File: src/rtl/pfg_pkg.sv
// Package: shared state type for the power-fail chip-enable guard.
// Assumes: nothing beyond IEEE 1800-2017.
package pfg_pkg;

    typedef enum logic [1:0] {
        ST_NORMAL  = 2'd0,
        ST_GRACE   = 2'd1,
        ST_PROTECT = 2'd2
    } guard_state_t;

endpackage

File: src/rtl/pfg_sync.sv
// Module: pfg_sync
// Two-stage (or deeper) resynchroniser for a vector of asynchronous levels.
// Assumes: each bit is an independent level; reset loads RST_VAL.
module pfg_sync #(
    parameter int          WIDTH   = 1,
    parameter int          STAGES  = 2,
    parameter logic [WIDTH-1:0] RST_VAL = '0
) (
    input  logic             clk,
    input  logic             rst_n,
    input  logic [WIDTH-1:0] d_async,
    output logic [WIDTH-1:0] q_sync
);

    logic [WIDTH-1:0] chain [STAGES];

    // Shift the input through the flop chain.
    always_ff @(posedge clk) begin
        if (!rst_n) begin
            for (int i = 0; i < STAGES; i++) chain[i] <= RST_VAL;
        end else begin
            chain[0] <= d_async;
            for (int i = 1; i < STAGES; i++) chain[i] <= chain[i-1];
        end
    end

    assign q_sync = chain[STAGES-1];

endmodule

File: src/rtl/pfg_timer.sv
// Module: pfg_timer
// Counts tick enables while run is high and flags the tick that completes
// the window. Count is held at zero whenever run is low.
// Assumes: tick is synchronous to clk; LIMIT >= 1.
module pfg_timer #(
    parameter int LIMIT = 1500,
    localparam int CW   = $clog2(LIMIT + 1)
) (
    input  logic          clk,
    input  logic          rst_n,
    input  logic          run,
    input  logic          tick,
    output logic [CW-1:0] count,
    output logic          expire
);

    localparam logic [CW-1:0] LAST = CW'(LIMIT - 1);

    // Count ticks inside the window; clear outside it.
    always_ff @(posedge clk) begin
        if (!rst_n || !run) begin
            count <= '0;
        end else if (tick && count != LAST) begin
            count <= count + 1'b1;
        end
    end

    // Flag the tick that completes the window.
    always_comb expire = run && tick && (count == LAST);

endmodule

File: src/rtl/pfg_fsm.sv
// Module: pfg_fsm
// Three-state guard controller: normal pass-through, grace for an
// access in flight, and latched protection.
// Assumes: ce_s and pf_s are already synchronised.
module pfg_fsm
    import pfg_pkg::*;
(
    input  logic         clk,
    input  logic         rst_n,
    input  logic         ce_s,
    input  logic         pf_s,
    input  logic         expire,
    output guard_state_t state,
    output logic         in_grace,
    output logic         protect
);

    guard_state_t nxt;

    // Next-state selection.
    always_comb begin
        nxt = state;
        unique case (state)
            ST_NORMAL:  if (pf_s) nxt = ce_s ? ST_PROTECT : ST_GRACE;
            ST_GRACE:   if (ce_s || expire) nxt = ST_PROTECT;
            ST_PROTECT: if (!pf_s) nxt = ST_NORMAL;
            default:    nxt = ST_PROTECT;
        endcase
    end

    // State register; reset parks the guard in protection.
    always_ff @(posedge clk) begin
        if (!rst_n) state <= ST_PROTECT;
        else        state <= nxt;
    end

    assign in_grace = (state == ST_GRACE);
    assign protect  = (state == ST_PROTECT);

endmodule

File: src/rtl/pf_ce_guard.sv
// Module: pf_ce_guard (top)
// Gates an active-low SRAM chip-enable on a power-fail flag, letting an
// access in flight complete for up to TIMEOUT_TICKS ticks.
// Assumes: tick_ms is synchronous to clk; other inputs may be asynchronous.
module pf_ce_guard #(
    parameter int TIMEOUT_TICKS = 1500,
    parameter int SYNC_STAGES   = 2
) (
    input  logic clk,
    input  logic rst_n,
    input  logic tick_ms,
    input  logic ce_in_n,
    input  logic pfail_3v0,
    input  logic pfail_2v7,
    input  logic tol_sel,
    output logic ce_out_n
);
    import pfg_pkg::*;

    localparam int CW = $clog2(TIMEOUT_TICKS + 1);

    logic [2:0]    raw_in;
    logic [2:0]    syn_in;
    logic          ce_s;
    logic          pf_s;
    logic          in_grace;
    logic          protect;
    logic          expire;
    logic [CW-1:0] tcount;
    guard_state_t  state;

    assign raw_in = {ce_in_n, pfail_3v0, pfail_2v7};

    // Strobe resets idle (high), flags reset as failed.
    pfg_sync #(.WIDTH(3), .STAGES(SYNC_STAGES), .RST_VAL(3'b111)) u_sync (
        .clk     (clk),
        .rst_n   (rst_n),
        .d_async (raw_in),
        .q_sync  (syn_in)
    );

    assign ce_s = syn_in[2];

    // Pick the flag for the configured supply tolerance.
    always_comb pf_s = tol_sel ? syn_in[0] : syn_in[1];

    pfg_timer #(.LIMIT(TIMEOUT_TICKS)) u_timer (
        .clk    (clk),
        .rst_n  (rst_n),
        .run    (in_grace),
        .tick   (tick_ms),
        .count  (tcount),
        .expire (expire)
    );

    pfg_fsm u_fsm (
        .clk      (clk),
        .rst_n    (rst_n),
        .ce_s     (ce_s),
        .pf_s     (pf_s),
        .expire   (expire),
        .state    (state),
        .in_grace (in_grace),
        .protect  (protect)
    );

    // Block the strobe while protecting; otherwise pass it through.
    always_comb ce_out_n = protect | ce_s;

endmodule

File: config.mk
export PLATFORM = sky130hd
export DESIGN_NAME = pf_ce_guard
export DESIGN_NICKNAME = d
export VERILOG_FILES = /design/src/rtl/pfg_pkg.sv /design/src/rtl/pfg_sync.sv /design/src/rtl/pfg_timer.sv /design/src/rtl/pfg_fsm.sv /design/src/rtl/pf_ce_guard.sv
export SDC_FILE = /design/constraint.sdc
export NUM_CORES = 1
export LEC_CHECK = 0
export BUFFER_PORTS_ARGS = -buffer_cell sky130_fd_sc_hd__buf_2
export CORE_AREA = 2 2 41 43
export DETAILED_ROUTE_END_ITERATION = 10
export DIE_AREA = 0 0 43 45
export PLACE_DENSITY = 0.86
export SLEW_MARGIN = 5
export SYNTH_ARGS = -nofsm -noshare
export SYNTH_HDL_FRONTEND = slang
export SYNTH_SLANG_ARGS = --single-unit
File: constraint.sdc
create_clock -name clk -period 3.25 [get_ports clk]
set_clock_uncertainty 0.1 [all_clocks]
set_input_delay 0.325 -clock clk [delete_from_list [all_inputs] [get_ports clk]]
set_output_delay 0.325 -clock clk [all_outputs]
set_load 0.02 [all_outputs]
After elaboration in Yosys (flattened, before gate mapping)
Memories as Yosys holds them, arrays and structs flattened.
Cells that the tools add are included.

operators by class
  add/subtract/negate cells = 1
  multipliers = 0
  div/mod/pow operators = 0
  $lt $le $gt $ge = 0
  equal/unequal tests = 7
  shift-type cells = 0
  multiplexer cells = 10
  bitwise operators = 3
  reduce and logical (&&, ||, !) cells = 9

operators by type and width
  kind                     number
  $add A11 B1 Y11 const B  1
  $eq A11 B11 Y1 const B   1
  $ne A11 B11 Y1 const B   1
  $mux W2                  4
  $mux W3                  2
  $pmux W2 S3              1
  $ne A2 B1 Y1 const B     2
  $logic_and A1 B1 Y1      3
  $mux W1                  3
  $or A1 B1 Y1             3
  $reduce_and A3 Y1        1
  $eq A2 B1 Y1 const B     1
  $eq A2 B2 Y1 const B     1
  $logic_not A1 Y1         2
  $logic_not A2 Y1         1
  $logic_or A1 B1 Y1       2
  $ne A2 B2 Y1 const B     1

word-level totals
  flip-flop bits (word level) = 13
  bits in latches = 0
  RAM bits = 6
  ROM bits = 0
  bits of input ports = 7
  output and inout port bits = 1
  word-level logic and storage cells = 33
  memories = 1

memory list
  name          depth  bits a word  read ports  clocked after Yosys merged registers in  wr ports  line            source
  u_sync.chain  2      3            2           0                                        2         pfg_sync.sv:15  logic [WIDTH-1:0] chain [STAGES];

Depth between registers and ports, before layout
Gate-level depths: netlist (run 1).

  depth after elaboration = 6
  mapped depth = 4

Cells and area by module
Synthesis (run 1) repeated with hierarchy kept, for this count alone.

second synthesis, totals
  cells, all modules = 98
  area, all modules = 919.6 µm²

modules (own cells, without submodules)
  module       times used  cells each  area each (µm²)  seq. area each (µm²)
  pfg_timer    1           70          615.6            220.2
  pfg_sync     1           15          180.2            120.1
  pfg_fsm      1           11          102.6            40.0
  pf_ce_guard  1           2           21.3             0.0

Least setup slack after synthesis (run 1)
Ideal clock, no wire load.

  path kind = reg-to-reg
  from = reg u_timer.count[0]
  to = reg u_timer.count[10]
  library setup time = 0.073 ns
  data arrival time = 1.295 ns
  required time = 3.077 ns
  slack = 1.782 ns
  stages on the path, launching flop included = 5
  path buffers = 0
  cells stage by stage = dfxtp_1 -> ha_1 -> nand3_1 -> or4_1 -> a21oi_1

between the ends
  word-level cells in the longest chain between the ends = 2

RTL lines
  element                                                  line             source
  from (decl)                                              pfg_timer.sv:13  output logic [CW-1:0] count,
  from (signal assigned)                                   pfg_timer.sv:24  count <= count + 1'b1;
  branches (longest 2 deep; another with $add A11 B1 Y11)  n/a

Parallel ways; which one is timed is not known.
A chain may end at the register's enable or synchronous reset.

Final worst setup path (run 1)
Ends and elaborated chain as after synthesis.

==> metrics.md, run 1 <==
| Metric | Value |
|---|---|
| Final nets | `approximately 110` |
| Switching part of the total | `0.220` |
| Cell Area, Synth | `830 um2` |
| Synth Instances | `about 90` |
| # setup viols final | `0` |
| Avg Cell Area, Syn | `9.43 um2` |
| Sequential power share | `0.643` |
| Routed wl met2 | `a little over 800 um` |
| DRC viols | `0` |
| Clock network power share | `0.324` |
| Relative slew slack | `0.751` |
| Slowest CP cell | `or4_1` |
| Top Family by Delay on Critical Path | `simple AND/OR/NAND/NOR gates` |
| Clk root buf | `clkbuf_4` |
| Adder-cell area share of the yosys netlist | `0.0151` |
| PwrDens | `about 410 mW/mm2` |
| Ys Warns | `0` |
| TritonCTS clock tree | `done` |
| Post-synth top area share | `0.459` |
| Setup_tns | `0 ns` |
| Netlist cell types | `31` |
| Die Y | `~45 um` |
| Die area | `0.00194 mm2` |
| CP cell instances | `ha_1, nand3_1, or4_1, a21oi_1` |
| Initial cell density of the core | `0.564` |
| Largest net degree at the start of global routing | `12` |
| Top-count cell post-synth | `dfxtp_1` |
| Worst-Skew Late Latency | `about 0.29 ns` |
| Critical path class | `flop to flop` |
| Post_cts resized | `0` |
| Buf/Inv on CP | `0` |
| Critical path launch point | `u_timer.count[0]` |
| Router iterations before antenna repair | `4` |
| Max Clock Freq | `~590 MHz` |
| Dpl hpwl | `approximately 1100 um` |
| CP arrival | `roughly 1.8 ns` |
| Number of antenna violations at the first check in global routing | `0` |
| Port Buffer Count | `7` |
| WL final | `approximately 1600 um` |
| Top sig layer | `met4` |
| Post-CTS Hold Fix Bufs | `0` |
| Clock slew seen by the registers of the worst setup and hold paths | `roughly 0.11 ns` |
| Met3 wire len | `between 20 and 30 um` |
| H-tree depth | `1` |
| Via count | `roughly 680` |
| Crit-path max cell delay | `roughly 0.48 ns` |
| Final Critical Period | `about 1.7 ns` |
| Wire length per cell | `around 14 um` |
| Ys async rst share | `0` |
| Status | `completed` |
| Vias in the first global route | `approximately 600` |
| Hold Crit Start | `pfail_2v7` |
| Switching power | `0.0815 mW` |
| Top post-synthesis cells by count | `dfxtp_1, nand2_1, nand2b_1, a21oi_1` |
| Synth Area in XOR/XNOR | `0.0211` |
| Core area | `between 0.001 and 0.0015 mm2` |
| Met1 WL | `747 um` |
| Clock buffer depth | `2` |
| Compound-Gate Fraction of Synth Area | `0.142` |
| Combinational power share | `0.033` |
| Number of flops mapped to enable cells by yosys | `0` |
| Max IR drop VDD | `0.306 mV` |
| Clock sinks | `19` |
| Synth Area in Simple Gates | `0.287` |
| Dominant cells by area after synthesis | `dfxtp_1, nand2b_1, nand2_1` |
| Iter 0 DRT Violations | `22` |
| Grt total ovfl | `0` |
| Crit. End Element | `flop` |
| Fillcell total | `133` |
| Measured slew at the worst slew-check pin | `roughly 0.37 ns` |
| Antenna-violating nets left | `0` |
| RSZ-0062 raised after global routing | `false` |
| Die X | `around 43 um` |
| Vias per cell | `approximately 6.0` |
| Int Pwr | `roughly 0.29 mW` |
| GP Congestion | `0.740` |
| Lkg Pwr | `0.298 nW` |
| MaxCap Viol Count | `0` |
| Area delta synth->final | `8.14%` |
| Worst min-delay path class | `primary input to flop` |
| WP data required | `between 3 and 4 ns` |
| Multiplexer share of the synthesized area | `0.0498` |
| Yosys top cell by area | `dfxtp_1` |
| Io pins | `8` |
| CTS buffer count | `3` |
| Post-synthesis register bit count | `19` |
| Syn Nets | `96` |
| Main combinational cell family by area after synthesis | `simple AND/OR/NAND/NOR gates` |
| Share of cells above drive strength 1 | `0.144` |
| # diodes | `0` |
| Row count | `14` |
| Final hold violations | `0` |
| FF-to-FF Start | `u_timer.count[0]` |
| Crit share post-route | `0.518` |
| Worst setup SP type | `flop` |
| Tightest hold margin | `~0.11 ns` |
| Max-slew violations | `0` |
| Total Routing Usage GR | `0.189` |
| Worst-path maximum fanout | `6` |
| Number of setup buffers added after CTS | `0` |
| Sequential element share of the synthesized area | `0.459` |
| Predominant post-synthesis flop cell | `dfxtp_1` |
| First-pass GRT wire length | `about 2700 um` |
-- per-layer routing --
layer,track usage,vias to the layer above
li1,-,344
met1,0.233,327
met2,0.321,5
met3,0.0320,2
met4,0.0970,0
met5,0,-
-- worst register-to-register path, cell delays in order (launching register included) --
cell	delay [ns]
dfxtp_1	0.44
ha_1	0.29
nand3_1	0.15
or4_1	0.49
a21oi_1	0.15
-- path summary, 6_finish.rpt --
kind	to	depth (start not counted)	slack [ns]
setup / recovery	u_timer.count[10]	4	1.57
hold / removal	u_sync.chain[0][0]	2	0.11
setup reg to reg	u_timer.count[10]	4	1.57
hold reg to reg	u_sync.chain[0][3]	1	0.32
-- stage by stage --
stage / utilization / cells / power [mW] / cell area, um2 / worst slack, ns
6_report: 0.610 / 113 / 0.371 / 897 / 1.57
5_1_grt: 0.610 / 113 / 0.382 / 897 / 1.43
4_1_cts: 0.610 / 113 / 0.375 / 897 / 1.57
3_5_place_dp: 0.591 / 109 / 0.256 / 870 / 1.66
3_3_place_gp: 0.591 / 109 / 0.255 / 870 / 1.71
2_1_floorplan: - / 88 / 0.251 / 830 / 1.78
-- power groups by stage --
stage	registers, mW	clock network [mW]	logic (mW)
2_1_floorplan	0.243	0	0.00776
3_3_place_gp	0.243	0	0.0117
3_5_place_dp	0.244	0	0.0123
4_1_cts	0.238	0.124	0.0124
5_1_grt	0.239	0.129	0.0138
6_report	0.238	0.120	0.0122
-- cell type report --
class	instances	area, um2	share of cell area
timing repair buffer	7	35.0	0.0391
inverter	2	7.51	0.00837
multi-input combinational	65	427	0.476
clock inverter	1	5.00	0.00558
sequential	19	380	0.424
tap	16	20.0	0.0223
clock buffer	3	22.5	0.0251
-- kinds of logic (layout without fill, tap and decap cells) --
family,Yosys count,after routing
DFF,19,19
adders and majority gates,1,1
buffers and inverters,4,13
AOI/OAI and AO/OA,18,18
and+or+nand+nor,40,40
xor gates and xnor gates,2,2
muxes,4,4
-- cells in the final DEF, fill, tap and decap left out, types with 2 or more instances in the layout --
cell type	Yosys	routed
dfxtp_1	19	19
nand2_1	9	9
nand2b_1	8	8
buf_2	0	7
a21oi_1	6	6
o21ai_0	4	4
nand4_1	4	4
mux2i_1	3	3
nand3_1	3	3
o31ai_1	3	3
or4_1	3	3
clkbuf_4	0	3
inv_1	2	2
or3_1	2	2
xor2_1	2	2
nor2_1	2	2
-- state kept, by name, summed over array words and instances (netlist names) --
name,count
u_fsm.state,2
u_timer.count,11
u_sync.chain,6
Power figures use the tool's default switching activity.
==> run 2: changes to the inputs <==
- ABC_AREA: unset -> 1
- CORE_AREA: 2 2 41 43 -> 2 2 47 49
- DIE_AREA: 0 0 43 45 -> 0 0 49 51
- PLACE_DENSITY: 0.86 -> 0.79
- clock period: 3.25 -> 1.52 ns (I/O delays scaled with it)
==> metrics.md, run 2 <==
| Metric | Value |
|---|---|
| Status | `completed` |
| Switching power | `0.189 mW (+130%)` |
| WL final | `2120 um (+33%)` |
| Sequential power share | `0.620 (-0.023)` |
| Final nets | `167 (+58%)` |
| CTS buffer count | `3 (unchanged)` |
| Wire length per cell | `11.4 um (-19%)` |
| Top-count cell post-synth | `nand2_1` |
| GP Congestion | `0.850 (+15%)` |
| Combinational power share | `0.074 (+0.041)` |
| Number of setup buffers added after CTS | `0 (unchanged)` |
| Grt total ovfl | `0 (unchanged)` |
| Sequential element share of the synthesized area | `0.397 (-0.0611)` |
| Critical path class | `flop to flop` |
| Worst min-delay path class | `primary input to flop` |
| MaxCap Viol Count | `0 (unchanged)` |
| Ys Warns | `0 (unchanged)` |
| Syn Nets | `148 (+54%)` |
| Synth Area in XOR/XNOR | `0.0366 (+0.0155)` |
| Avg Cell Area, Syn | `6.84 um2 (-27%)` |
| Area delta synth->final | `19.9%` |
| Vias in the first global route | `896 (+46%)` |
| Dpl hpwl | `1460 um (+37%)` |
| Max-slew violations | `0 (unchanged)` |
| DRC viols | `0 (unchanged)` |
| Relative slew slack | `0.689 (-0.0620)` |
| Core area | `0.00206 mm2 (+40%)` |
| Vias per cell | `4.90 (-18%)` |
| Final Critical Period | `1.45 ns (-0.228 ns)` |
| Synth Area in Simple Gates | `0.380 (+0.0938)` |
| Netlist cell types | `21 (-32%)` |
| Die area | `0.00250 mm2 (+29%)` |
| Worst setup SP type | `flop` |
| Register with the highest flop count | `u_timer.count` |
| Clock slew seen by the registers of the worst setup and hold paths | `0.10 ns (about the same)` |
| Worst-path maximum fanout | `11 (+5)` |
| Die Y | `51 um (+13%)` |
| Via count | `912 (+35%)` |
| PwrDens | `721 mW/mm2 (+74%)` |
| # setup viols final | `0 (unchanged)` |
| Ys async rst share | `0 (unchanged)` |
| Reg area | `385 um2 (+1.3%)` |
| Clock sinks | `19 (unchanged)` |
| Int Pwr | `0.638 mW (+120%)` |
| Adder-cell area share of the yosys netlist | `0.0131 (-0.00201)` |
| Clock buffer depth | `2 (unchanged)` |
| Number of flops mapped to enable cells by yosys | `0 (unchanged)` |
| Crit share post-route | `0.957 (+0.439)` |
| Share of cells above drive strength 1 | `0.215 (+0.0709)` |
| Row count | `17 (+3)` |
| Top Registers | `u_timer.count: 11 flops, u_sync.chain: 6 flops, u_fsm.state: 2 flops` |
| Die X | `49 um (+14%)` |
| Worst-Skew Late Latency | `0.30 ns (about the same)` |
| Final hold violations | `0 (unchanged)` |
| CP arrival | `1.54 ns (-0.27 ns)` |
| WP data required | `1.61 ns (-1.76 ns)` |
| # diodes | `0 (unchanged)` |
| Main combinational cell family by area after synthesis | `simple AND/OR/NAND/NOR gates` |
| Max Clock Freq | `688 MHz (+16%)` |
| Post-synth top area share | `0.397 (-0.0611)` |
| Largest net degree at the start of global routing | `12 (unchanged)` |
| Total Routing Usage GR | `0.179 (-0.0101)` |
| Io pins | `8 (unchanged)` |
| Fillcell total | `210 (+58%)` |
| Core Util, Final | `0.556 (-0.0536)` |
| Post-synthesis register bit count | `19 (unchanged)` |
| Placed cell area | `0.00105 mm2 (+21%)` |
| Dominant cells by area after synthesis | `dfxtp_1, nand2_1, a21oi_1` |
| Final instance area | `0.00115 mm2 (+28%)` |
| Number of antenna violations at the first check in global routing | `0 (unchanged)` |
| Measured slew at the worst slew-check pin | `0.461 ns (+0.0892 ns)` |
| Cell Area, Synth | `957 um2 (+15%)` |
| Port Buffer Count | `7 (unchanged)` |
| H-tree depth | `1 (unchanged)` |
| Router iterations before antenna repair | `6 (+2)` |
| Tightest hold margin | `0.0846 ns (-0.0206 ns)` |
| Antenna-violating nets left | `0 (unchanged)` |
| Max IR drop VDD | `0.856 mV (+180%)` |
| Compound-Gate Fraction of Synth Area | `0.102 (-0.0398)` |
| Number of flip-flops in the largest register | `11 (unchanged)` |
| Crit. End Element | `flop` |
| Clk root buf | `clkbuf_4` |
| Yosys top cell by area | `dfxtp_1` |
| First-pass GRT wire length | `3510 um (+29%)` |
| Top post-synthesis cells by count | `nand2_1, dfxtp_1, nor2_1, inv_1, a21oi_1` |
| Multiplexer share of the synthesized area | `0 (-0.0498)` |
| Commonest non-fill, non-tap cell in the layout | `nand2_1` |
| Clock network power share | `0.306 (-0.018)` |
| Area of the multi-input gates | `546 um2 (+28%)` |
| TritonCTS clock tree | `done` |
| Iter 0 DRT Violations | `22 (unchanged)` |
| Initial cell density of the core | `0.464 (-0.0999)` |
| Most frequent cells in the layout | `nand2_1, dfxtp_1, nor2_1` |
| Synth Instances | `140 (+59%)` |
| Switching part of the total | `0.229 (+0.00886)` |
| Lkg Pwr | `0.438 nW (+47%)` |
| Predominant post-synthesis flop cell | `dfxtp_1` |
run 2: per-layer routing:
metal  up-vias  share of wire  track usage
met5         -              0            0
li1        480              -            -
met3         5          0.025       0.0205
met2        12           0.54        0.333
met4         0          0.015       0.0857
met1       415           0.42        0.204
run 2: critical path, stage by stage (launching register included):
cell and delay (ns):
dfxtp_2 0.38, ha_2 0.22, nand3_2 0.17, nor2_4 0.14
nor2_2 0.04, buf_4 0.17, nand2_1 0.08, a21oi_1 0.05
run 2: final timing paths:
| kind | start | to | cells past startpoint | slack [ns] |
|---|---|---|---|---|
| worst max-delay path | u_timer.count[1] | u_timer.count[9] | 7 | 0.07 |
| worst min-delay path | rst_n | u_fsm.state[0] | 3 | 0.08 |
| worst min register to register | u_sync.chain[0][1] | u_sync.chain[0][4] | 1 | 0.32 |
| worst max register to register | u_timer.count[1] | u_timer.count[9] | 7 | 0.07 |
run 2: cell families (layout without fill, tap and decap cells):
group,count (synthesis),after routing
AOI/OAI and AO/OA,17,18
xor gates and xnor gates,4,4
adders and majority gates,1,1
buffers and inverters,17,34
DFF,19,19
and+or+nand+nor,82,82
run 2: power groups by stage:
stage          Sequential, mW  Clock [mW]  Combinational [mW]
3_5_place_dp            0.525           0              0.0515
3_3_place_gp            0.524           0              0.0482
5_1_grt                 0.515       0.281              0.0677
6_report                0.513       0.253              0.0612
2_1_floorplan           0.523           0              0.0333
4_1_cts                 0.513       0.259              0.0578
run 2: area by class of cell:
type / count / area share
sequential: 19 / 0.336
inverter: 16 / 0.0523
multi-input combinational: 105 / 0.475
tap: 28 / 0.0305
clock buffer: 4 / 0.0229
timing repair buffer: 14 / 0.0829
run 2: metrics by stage:
step | TNS, ns | setup slack (ns) | instances | total power [mW]
3_5_place_dp | 0 | 0.0583 | 178 | 0.576
4_1_cts | 0 | 0.0310 | 185 | 0.830
2_1_floorplan | 0 | 0.0929 | 140 | 0.557
3_3_place_gp | 0 | 0.138 | 178 | 0.572
6_report | 0 | 0.0655 | 186 | 0.827
5_1_grt | -0.0342 | -0.00971 | 186 | 0.864
run 2: what timing repair did:
item                                   CTS  global route
gates resized for setup                  0             9
setup endpoints to repair                0            11
endpoints found under the hold margin    3             0
hold buffers                             3             0
